--- src/rtl/flag_alu_pkg.sv ---
package flag_alu_pkg;

  typedef enum logic [3:0] {
    OP_AND = 4'b0000, OP_EOR = 4'b0001, OP_SUB = 4'b0010, OP_RSB = 4'b0011,
    OP_ADD = 4'b0100, OP_ADC = 4'b0101, OP_SBC = 4'b0110, OP_RSC = 4'b0111,
    OP_TST = 4'b1000, OP_TEQ = 4'b1001, OP_CMP = 4'b1010, OP_CMN = 4'b1011,
    OP_NA0 = 4'b1100, OP_MOV = 4'b1101, OP_NA1 = 4'b1110, OP_MVN = 4'b1111
  } op_e;

  typedef enum logic [3:0] {
    CC_EQ = 4'h0, CC_NE = 4'h1, CC_HS = 4'h2, CC_LO = 4'h3,
    CC_MI = 4'h4, CC_PL = 4'h5, CC_VS = 4'h6, CC_VC = 4'h7,
    CC_HI = 4'h8, CC_LS = 4'h9, CC_GE = 4'hA, CC_LT = 4'hB,
    CC_GT = 4'hC, CC_LE = 4'hD, CC_AL = 4'hE, CC_NV = 4'hF
  } cond_e;

  typedef struct packed {
    logic n;
    logic z;
    logic c;
    logic v;
  } flags_t;

  typedef enum logic [1:0] {
    CLS_LOGIC = 2'd0,
    CLS_ARITH = 2'd1,
    CLS_NONE  = 2'd2
  } op_class_e;

  function automatic op_class_e op_class(input op_e op);
    case (op)
      OP_SUB, OP_RSB, OP_ADD, OP_ADC, OP_SBC, OP_RSC,
      OP_CMP, OP_CMN:                                  return CLS_ARITH;
      OP_AND, OP_EOR, OP_TST, OP_TEQ, OP_MOV, OP_MVN:  return CLS_LOGIC;
      default:                                         return CLS_NONE;
    endcase
  endfunction

  function automatic logic op_is_compare(input op_e op);
    return (op == OP_TST) || (op == OP_TEQ) || (op == OP_CMP) || (op == OP_CMN);
  endfunction

endpackage

--- src/rtl/flag_alu_cond.sv ---
module flag_alu_cond
  import flag_alu_pkg::*;
(
  input  logic [3:0] cond_i,
  input  flags_t     flags_i,
  output logic       pass_o
);
  logic ge;
  assign ge = (flags_i.n == flags_i.v);

  always_comb begin
    case (cond_e'(cond_i))
      CC_EQ:   pass_o = flags_i.z;
      CC_NE:   pass_o = !flags_i.z;
      CC_HS:   pass_o = flags_i.c;
      CC_LO:   pass_o = !flags_i.c;
      CC_MI:   pass_o = flags_i.n;
      CC_PL:   pass_o = !flags_i.n;
      CC_VS:   pass_o = flags_i.v;
      CC_VC:   pass_o = !flags_i.v;
      CC_HI:   pass_o = flags_i.c && !flags_i.z;
      CC_LS:   pass_o = !flags_i.c || flags_i.z;
      CC_GE:   pass_o = ge;
      CC_LT:   pass_o = !ge;
      CC_GT:   pass_o = !flags_i.z && ge;
      CC_LE:   pass_o = flags_i.z || !ge;
      CC_AL:   pass_o = 1'b1;
      default: pass_o = 1'b0;
    endcase
  end
endmodule

--- src/rtl/flag_alu_adder.sv ---
module flag_alu_adder
  import flag_alu_pkg::*;
#(
  parameter int W = 32
) (
  input  op_e          op_i,
  input  logic [W-1:0] a_i,
  input  logic [W-1:0] b_i,
  input  logic         c_i,
  output logic [W-1:0] sum_o,
  output logic         cout_o,
  output logic         ovf_o
);
  localparam int MSB = W - 1;

  logic [W-1:0] x, y;
  logic         cin;
  logic [W:0]   total;

  always_comb begin
    x   = a_i;
    y   = b_i;
    cin = 1'b0;
    case (op_i)
      OP_SUB, OP_CMP: begin y = ~b_i; cin = 1'b1; end
      OP_RSB:         begin x = b_i; y = ~a_i; cin = 1'b1; end
      OP_ADC:         begin cin = c_i; end
      OP_SBC:         begin y = ~b_i; cin = c_i; end
      OP_RSC:         begin x = b_i; y = ~a_i; cin = c_i; end
      default:        begin cin = 1'b0; end
    endcase
  end

  assign total  = {1'b0, x} + {1'b0, y} + {{W{1'b0}}, cin};
  assign sum_o  = total[W-1:0];
  assign cout_o = total[W];
  assign ovf_o  = (x[MSB] == y[MSB]) && (total[MSB] != x[MSB]);
endmodule

--- src/rtl/flag_alu_logic.sv ---
module flag_alu_logic
  import flag_alu_pkg::*;
#(
  parameter int W = 32
) (
  input  op_e          op_i,
  input  logic [W-1:0] a_i,
  input  logic [W-1:0] b_i,
  output logic [W-1:0] res_o
);
  always_comb begin
    case (op_i)
      OP_AND, OP_TST: res_o = a_i & b_i;
      OP_EOR, OP_TEQ: res_o = a_i ^ b_i;
      OP_MOV:         res_o = b_i;
      OP_MVN:         res_o = ~b_i;
      default:        res_o = '0;
    endcase
  end
endmodule

--- src/rtl/flag_alu.sv ---
module flag_alu
  import flag_alu_pkg::*;
#(
  parameter int W = 32
) (
  input  logic         clk,
  input  logic         rst,
  input  logic [3:0]   op_i,
  input  logic [W-1:0] a_i,
  input  logic [W-1:0] b_i,
  input  logic         shc_i,
  input  logic [3:0]   flags_i,
  input  logic         setf_i,
  input  logic [3:0]   cond_i,
  output logic [W-1:0] result_o,
  output logic [3:0]   flags_o,
  output logic         wr_en_o,
  output logic         pass_o
);
  localparam int MSB = W - 1;

  op_e          op;
  flags_t       cur;
  op_class_e    cls;
  logic         is_cmp;
  logic         cond_ok;
  logic [W-1:0] sum, lres, res;
  logic         cout, ovf;
  flags_t       nf;
  logic         upd;

  assign op     = op_e'(op_i);
  assign cur    = flags_t'(flags_i);
  assign cls    = op_class(op);
  assign is_cmp = op_is_compare(op);

  flag_alu_cond u_cond (
    .cond_i (cond_i),
    .flags_i(cur),
    .pass_o (cond_ok)
  );

  flag_alu_adder #(.W(W)) u_add (
    .op_i  (op),
    .a_i   (a_i),
    .b_i   (b_i),
    .c_i   (cur.c),
    .sum_o (sum),
    .cout_o(cout),
    .ovf_o (ovf)
  );

  flag_alu_logic #(.W(W)) u_log (
    .op_i (op),
    .a_i  (a_i),
    .b_i  (b_i),
    .res_o(lres)
  );

  always_comb begin
    res = (cls == CLS_ARITH) ? sum : lres;
    nf.n = res[MSB];
    nf.z = (res == '0);
    nf.c = (cls == CLS_ARITH) ? cout : shc_i;
    nf.v = (cls == CLS_ARITH) ? ovf : cur.v;
    upd  = cond_ok && (cls != CLS_NONE) && (setf_i || is_cmp);
  end

  always_ff @(posedge clk) begin
    if (rst) begin
      result_o <= '0;
      flags_o  <= '0;
      wr_en_o  <= 1'b0;
      pass_o   <= 1'b0;
    end else begin
      result_o <= res;
      flags_o  <= upd ? nf : cur;
      wr_en_o  <= cond_ok && (cls != CLS_NONE) && !is_cmp;
      pass_o   <= cond_ok;
    end
  end

  // a failed condition suppresses the write
  assert_fail_nowrite_R10: assert property (@(posedge clk) disable iff (rst)
    !pass_o |-> !wr_en_o);

  // a failed condition passes the flags through
  assert_fail_flags_R10: assert property (@(posedge clk) disable iff (rst)
    !cond_ok |=> (flags_o == $past(flags_i)));

  // never-execute code never passes
  assert_never_R9: assert property (@(posedge clk) disable iff (rst)
    (cond_i == 4'hF) |=> !pass_o);

  // compare opcodes never write
  assert_cmp_nowrite_R6: assert property (@(posedge clk) disable iff (rst)
    (op_i[3:2] == 2'b10) |=> !wr_en_o);

  // logical flag updates keep V
  assert_logic_keepv_R5: assert property (@(posedge clk) disable iff (rst)
    (cls == CLS_LOGIC) |=> (flags_o[0] == $past(flags_i[0])));

  // Z follows the registered result on arithmetic updates
  assert_zero_flag_R4: assert property (@(posedge clk) disable iff (rst)
    (cond_ok && setf_i && cls == CLS_ARITH) |=> (flags_o[2] == (result_o == '0)));

  // no set-flags request on a non-compare keeps flags
  assert_nos_keep_R7: assert property (@(posedge clk) disable iff (rst)
    (!setf_i && !(op_i[3:2] == 2'b10)) |=> (flags_o == $past(flags_i)));
endmodule

--- config.mk ---
export PLATFORM = sky130hd
export DESIGN_NAME = flag_alu
export DESIGN_NICKNAME = d
export VERILOG_FILES = /design/src/rtl/flag_alu_pkg.sv /design/src/rtl/flag_alu_cond.sv /design/src/rtl/flag_alu_adder.sv /design/src/rtl/flag_alu_logic.sv /design/src/rtl/flag_alu.sv
export SDC_FILE = /design/constraint.sdc
export NUM_CORES = 1
export LEC_CHECK = 0
export ABC_AREA = 1
export CELL_PAD_IN_SITES_DETAIL_PLACEMENT = 1
export CELL_PAD_IN_SITES_GLOBAL_PLACEMENT = 1
export CORE_AREA = 2 2 148 150
export DETAILED_ROUTE_END_ITERATION = 12
export DIE_AREA = 0 0 150 152
export GPL_TIMING_DRIVEN = 0
export PLACE_DENSITY_LB_ADDON = 0.25
export SLEW_MARGIN = 20
export SYNTH_ARGS = -nofsm -noshare
export SYNTH_HDL_FRONTEND = slang
export SYNTH_HIERARCHICAL = 1
export SYNTH_SLANG_ARGS = --single-unit
--- constraint.sdc ---
create_clock -name clk -period 4.15 [get_ports clk]
set_clock_uncertainty 0.15 [all_clocks]
set_input_delay 1.245 -clock clk [delete_from_list [all_inputs] [get_ports clk]]
set_output_delay 1.245 -clock clk [all_outputs]
set_load 0.01 [all_outputs]
Yosys cells after proc, flatten, opt, wreduce, memory -nomap -nowiden
Memories as Yosys holds them, arrays and structs flattened.
Index checks and enable logic that the tools add are counted.
{ "word_totals": {"out_inout_bits": 38, "mem_bits_ro": 32, "inputBits": 80, "elab_cells": 78, "mem_count": 1, "register_bits": 38} }
{ "op_classes": {"reduce_logical": 27, "add_sub_neg": 2, "bitwise": 4, "mux": 9, "eq_ne": 31} }
{ "mem_list": {"columns": ["name", "words", "width", "rd", "rd_ports_with_merged_regs", "write_ports", "line", "source"], "rows": [
  ["(no name shown)", 16, 2, 1, 0, 0, "flag_alu_pkg.sv:31", "case (op)"]
]} }
{ "op_table": {"columns": ["operator", "n"], "rows": [
  ["$pmux 32 s4", 1],
  ["$mux 32", 2],
  ["$not 32->32", 2],
  ["$pmux 32 s2", 1],
  ["$eq 4x4->1 const B", 13],
  ["$add 32x32->33", 1],
  ["$add 33x1->33", 1],
  ["$and 32x32->32", 1],
  ["$logic_not 32->1", 1],
  ["$xor 32x32->32", 1],
  ["$eq 4x3->1 const B", 7],
  ["$eq 4x2->1 const B", 4],
  ["$pmux 1 s15", 1],
  ["$reduce_or 3->1", 3],
  ["$eq 4x1->1 const B", 2],
  ["$logic_not 4->1", 2],
  ["$logic_and 1x1->1", 6],
  ["$logic_not 1->1", 6],
  ["$logic_or 1x1->1", 6],
  ["$reduce_or 2->1", 3],
  ["$mux 4", 1],
  ["$eq 1x1->1", 2],
  ["$eq 2x1->1 const B", 1],
  ["$mux 1", 2],
  ["3 further kinds", 3]
]} }

Longest topological paths before layout
{ "depth": {"ltp_word": 9, "depth_mapped": 29, "mapped_depth_nobuf": 28} }

Modules after synthesis
Netlist, hierarchy kept.
{ "modules_own_cells": {"columns": ["mod", "area_each_um2", "n_inst", "cells_each"], "rows": [
  ["flag_alu_adder", 3121.7, 1, 611],
  ["flag_alu_logic", 1998.2, 1, 348],
  ["flag_alu", 1726.7, 1, 254],
  ["flag_alu_cond", 229.0, 1, 55]
]} }

Worst setup path after synthesis
No wires, ideal clock.
{ "synth_path": {"kind": "in2reg", "from": "input port op_i[0]", "to": "register flags_o[2]", "setup_ns": 0.070, "path_stages": 28, "t_required_ns": 3.930, "path_slack_ns": -0.143, "t_arrival_ns": 4.073, "path_cell_list": "inv_2 nor3_4 inv_2 clkbuf_1 a31oi_1 fa_1 inv_1 fa_1 nand2_1 nand3_1 and2_2 nand2_1 nand2_1 nand2_1 nand2_1 nand2_1 nand2_1 nand2_1 nand2_1 inv_1 nand3_1 nand2_1 nand2_1 nor2_1 nand2_1 nor2_1 nand3_1 a21oi_1"} }
{ "synth_via": {"elab_chain_cells": 8, "elab_cells_between_ends": 37, "classes_between": "add/sub (2); eq/ne (14); mux (6); reduce/logical (14); memory (1)"} }
{ "synth_lines": {"columns": ["item", "line", "source"], "rows": [
  ["start, declared", "flag_alu.sv:8", "input logic [3:0] op_i,"],
  ["$eq 4x4->1, or another cell as far along", "flag_alu_adder.sv:24", "case (op_i)"],
  ["$reduce_or 3->1 (no source line) / $reduce_or 2->1 (equally long branches)", null, null],
  ["$pmux 32 s2 / $mux 32 (equally long branches)", "flag_alu_adder.sv:24", null],
  ["$add 32x32->33", "flag_alu_adder.sv:34", "assign total = {1'b0, x} + {1'b0, y} + {{W{1'b0}}, cin};"],
  ["$add 33x1->33 *", "flag_alu_adder.sv:34", null],
  ["via sum[28]", "flag_alu.sv:27", "logic [W-1:0] sum, lres, res;"],
  ["$mux 32 *", "flag_alu.sv:61", "res = (cls == CLS_ARITH) ? sum : lres;"],
  ["$logic_not 32->1 *", "flag_alu.sv:63", "nf.z = (res == '0);"],
  ["$mux 4 *", "flag_alu.sv:77", "flags_o <= upd ? nf : cur;"],
  ["end signal, assigned", "flag_alu.sv:77", null],
  ["end, declared", "flag_alu.sv:16", "output logic [3:0] flags_o,"]
]} }
Mark *: on every way through the listed nets, which the timed path passes. The rest lies on a longest branch.
A chain may end at the register's enable or synchronous reset.

Final worst setup path
{ "layout_path": {"from": "input port op_i[1]", "to": "register flags_o[2]"} }
Same word-level chain as after synthesis.

==> results.cfg <==
[run_status]
status = finished, violations left
violations = negative setup slack

[clock_tree]
clk_pin_slew_worst_paths_ns = 0.06
htree_levels = 2
cts_sinks = 38
clockBufferDepth = 2
root_buffer = clkbuf_16
cts_tree = done
numCtsBuffers = 5

[detailed_routing]
antenna_left = 0
vias = 8855
post_drt_via_cell_ratio = 5.19
first_pass_iters = 5
wl_per_cell_um = 17.9
drt_iter0_markers = 444
drc = 0
totalWireLength_um = 30600

[sta]
period_share = 1.04
max_slew_margin = 0.509
slew_violations = 0
rsz0062_at_grt = yes
tightest_slew_ns = 0.727
fin_crit_ns = 4.30
finalSetupViolCount = 3
hold_viol_final = 0
fmax_mhz = 233
whs_ns = 1.23
fin_tns_setup_ns = -0.201
setup_ws_ns = -0.149

[global_routing]
grt_antenna_before_repair = 0
grt_max_degree = 14
grt_pass1_wl_um = 47000
grt_pass1_vias = 8907
grt_overflow = 0
track_usage = 0.261

[floorplanning]
boundaryPins = 118
fp.coreArea_um2 = 21400
start_util = 0.331
rows = 54
dieHeight_um = 152
die_w_um = 150
die-area_um2 = 22800

[layout]
final_cell_mix = nand2_1, inv_1, clkdlybuf4s50_1
final_nets = 1570
final_common_cell = nand2_1
antenna_cells = 0
area_growth_pct = 38.9
drive_gt1_frac = 0.195
final_area_um2 = 9830
utilization = 0.460

[yosys]
yosysTopAreaCell = nand2_1
synth_area_per_cell_um2 = 5.58
async_flop_share = 0
syn-num-nets = 1413
synth_top_area_frac = 0.266
syn_area_um2 = 7080
synth.area.top_cells = nand2_1, ha_1, dfxtp_1
synthFlopType = dfxtp_1
seq_area_frac_synth = 0.108
synth-edff-count = 0
syn_inst = 1268
synthDistinctLibCells = 44
ys_warn_count = 6
ys_ff_latch = 38

[power_and_ir_drop]
p_leak_nw = 5.09
power_density_nw_per_um2 = 259
ir_drop_mv = 0.182

[hold_path]
min_path_cells = 3
hold_class = in -> reg
hold_start = op_i[2]
whs_endpoint = wr_en_o

[place]
io_buffers = 116
hpwl_um = 24800
gp_congestion = 0.920
placed_cell_area_um2 = 8630

[critical_path]
crit_type = in -> reg
cp.required_ns = 4.21
critPathCaptureType = register
start_kind = primary input
arrival_ns = 4.36
crit_fanout = 5

[job]
drv_cap = 0
==> report_power, final <==
group	internal, mW	switching, mW	leakage [nW]	total [mW]
sequential	0.413	0.0116	0.315	0.424
combinational	0.678	0.951	4.68	1.63
clock	0.345	0.145	0.0940	0.490
total	1.44	1.11	5.09	2.54
==> critical path, stage by stage <==
cell and delay [ns]:
buf_12 0.09, inv_4 0.03, nor3_4 0.26, inv_2 0.10, buf_8 0.15, a31oi_4 0.18
fa_2 0.26, inv_2 0.06, fa_2 0.37, nand2_2 0.10, nand3_2 0.08, and2_4 0.16
nand2_4 0.06, nand2_4 0.06, nand2_2 0.06, nand2_2 0.06, buf_4 0.13, buf_4 0.12
xor2_1 0.13, nand2_1 0.06, o21ai_1 0.08, nor2_1 0.12, nand2_1 0.06, nor2_1 0.12
nand3_1 0.11, a21oi_2 0.11
==> state kept, by name, indices dropped and copies added (netlist names) <==
name,cells
wr_en_o,1
flags_o,4
pass_o,1
result_o,32
==> what timing repair did <==
action,4_1_cts,5_1_grt
setup buffers,20,17
pin swaps,16,43
hold buffers,0,0
gates cloned,0,0
setup endpoints to repair,35,7
gates resized for setup,130,84
==> worst max-delay path by stage <==
stage | to | startpoint | slack [ns]
3_5_place_dp | flags_o[2] | op_i[1] | -1.84
5_1_grt | flags_o[2] | op_i[1] | -0.34
3_3_place_gp | flags_o[2] | op_i[1] | -1.80
4_1_cts | flags_o[2] | op_i[3] | -0.17
2_1_floorplan | flags_o[2] | op_i[0] | 0.006
6_report | flags_o[2] | op_i[1] | -0.15
==> metal layers <==
metal / part of all wire / routed length, um / vias up / global-route usage
met5: 0 / 0 / - / 0
met4: 0.062 / 1900 / 0 / 0.124
met3: 0.038 / 1150 / 66 / 0.0237
met2: 0.48 / 14600 / 223 / 0.456
met1: 0.42 / 13000 / 4209 / 0.319
li1: - / - / 4357 / -
==> stage by stage <==
step	setup slack (ns)	total power [mW]	cells
floorplan	0.00635	1.27	1268
global placement	-1.80	1.76	1664
detailed placement	-1.84	1.78	1664
CTS	-0.171	2.42	1691
global route	-0.340	2.73	1706
finish	-0.149	2.54	1706
==> synthesized netlist by cell type, types with 2 or more instances <==
master,n
nand2_1,502
inv_1,172
nand3_1,100
nor2_1,96
ha_1,63
a21oi_1,51
dfxtp_1,38
o22ai_1,32
nand3_2,30
a31o_1,20
xor2_1,18
clkbuf_1,14
buf_6,13
o21ai_0,13
a31o_2,11
nor3_1,11
nand2_2,10
buf_2,8
buf_4,7
inv_2,7
o21ai_1,7
nand2_4,5
nand4_1,5
o21bai_1,4
buf_1,3
buf_12,3
nand3b_1,3
a21o_1,2
and3_1,2
clkinv_1,2
fa_1,2
o21a_1,2
==> cells by family (layout without fill, tap and decap cells) <==
kind of cell / after synthesis / count (layout) / synth area share
flops: 38 / 38 / 0.108
fa+ha+maj: 65 / 65 / 0.117
simple gates: 769 / 769 / 0.472
buf+inv: 229 / 387 / 0.147
compound gates: 148 / 148 / 0.132
xor+xnor: 18 / 18 / 0.0223
mux: 1 / 1 / 0.00141
==> layout make-up <==
class	instances	area (um^2)
Tap cell	280	350
Timing Repair Buffer	151	1480
Fill cell	2915	11500
Buffer	47	429
Clock inverter	3	68.8
Clock buffer	5	125
Multi-Input combinational cell	1001	5930
Inverter	181	687
Sequential cell	38	761
Note: power is estimated with default switching activity, not from simulation.
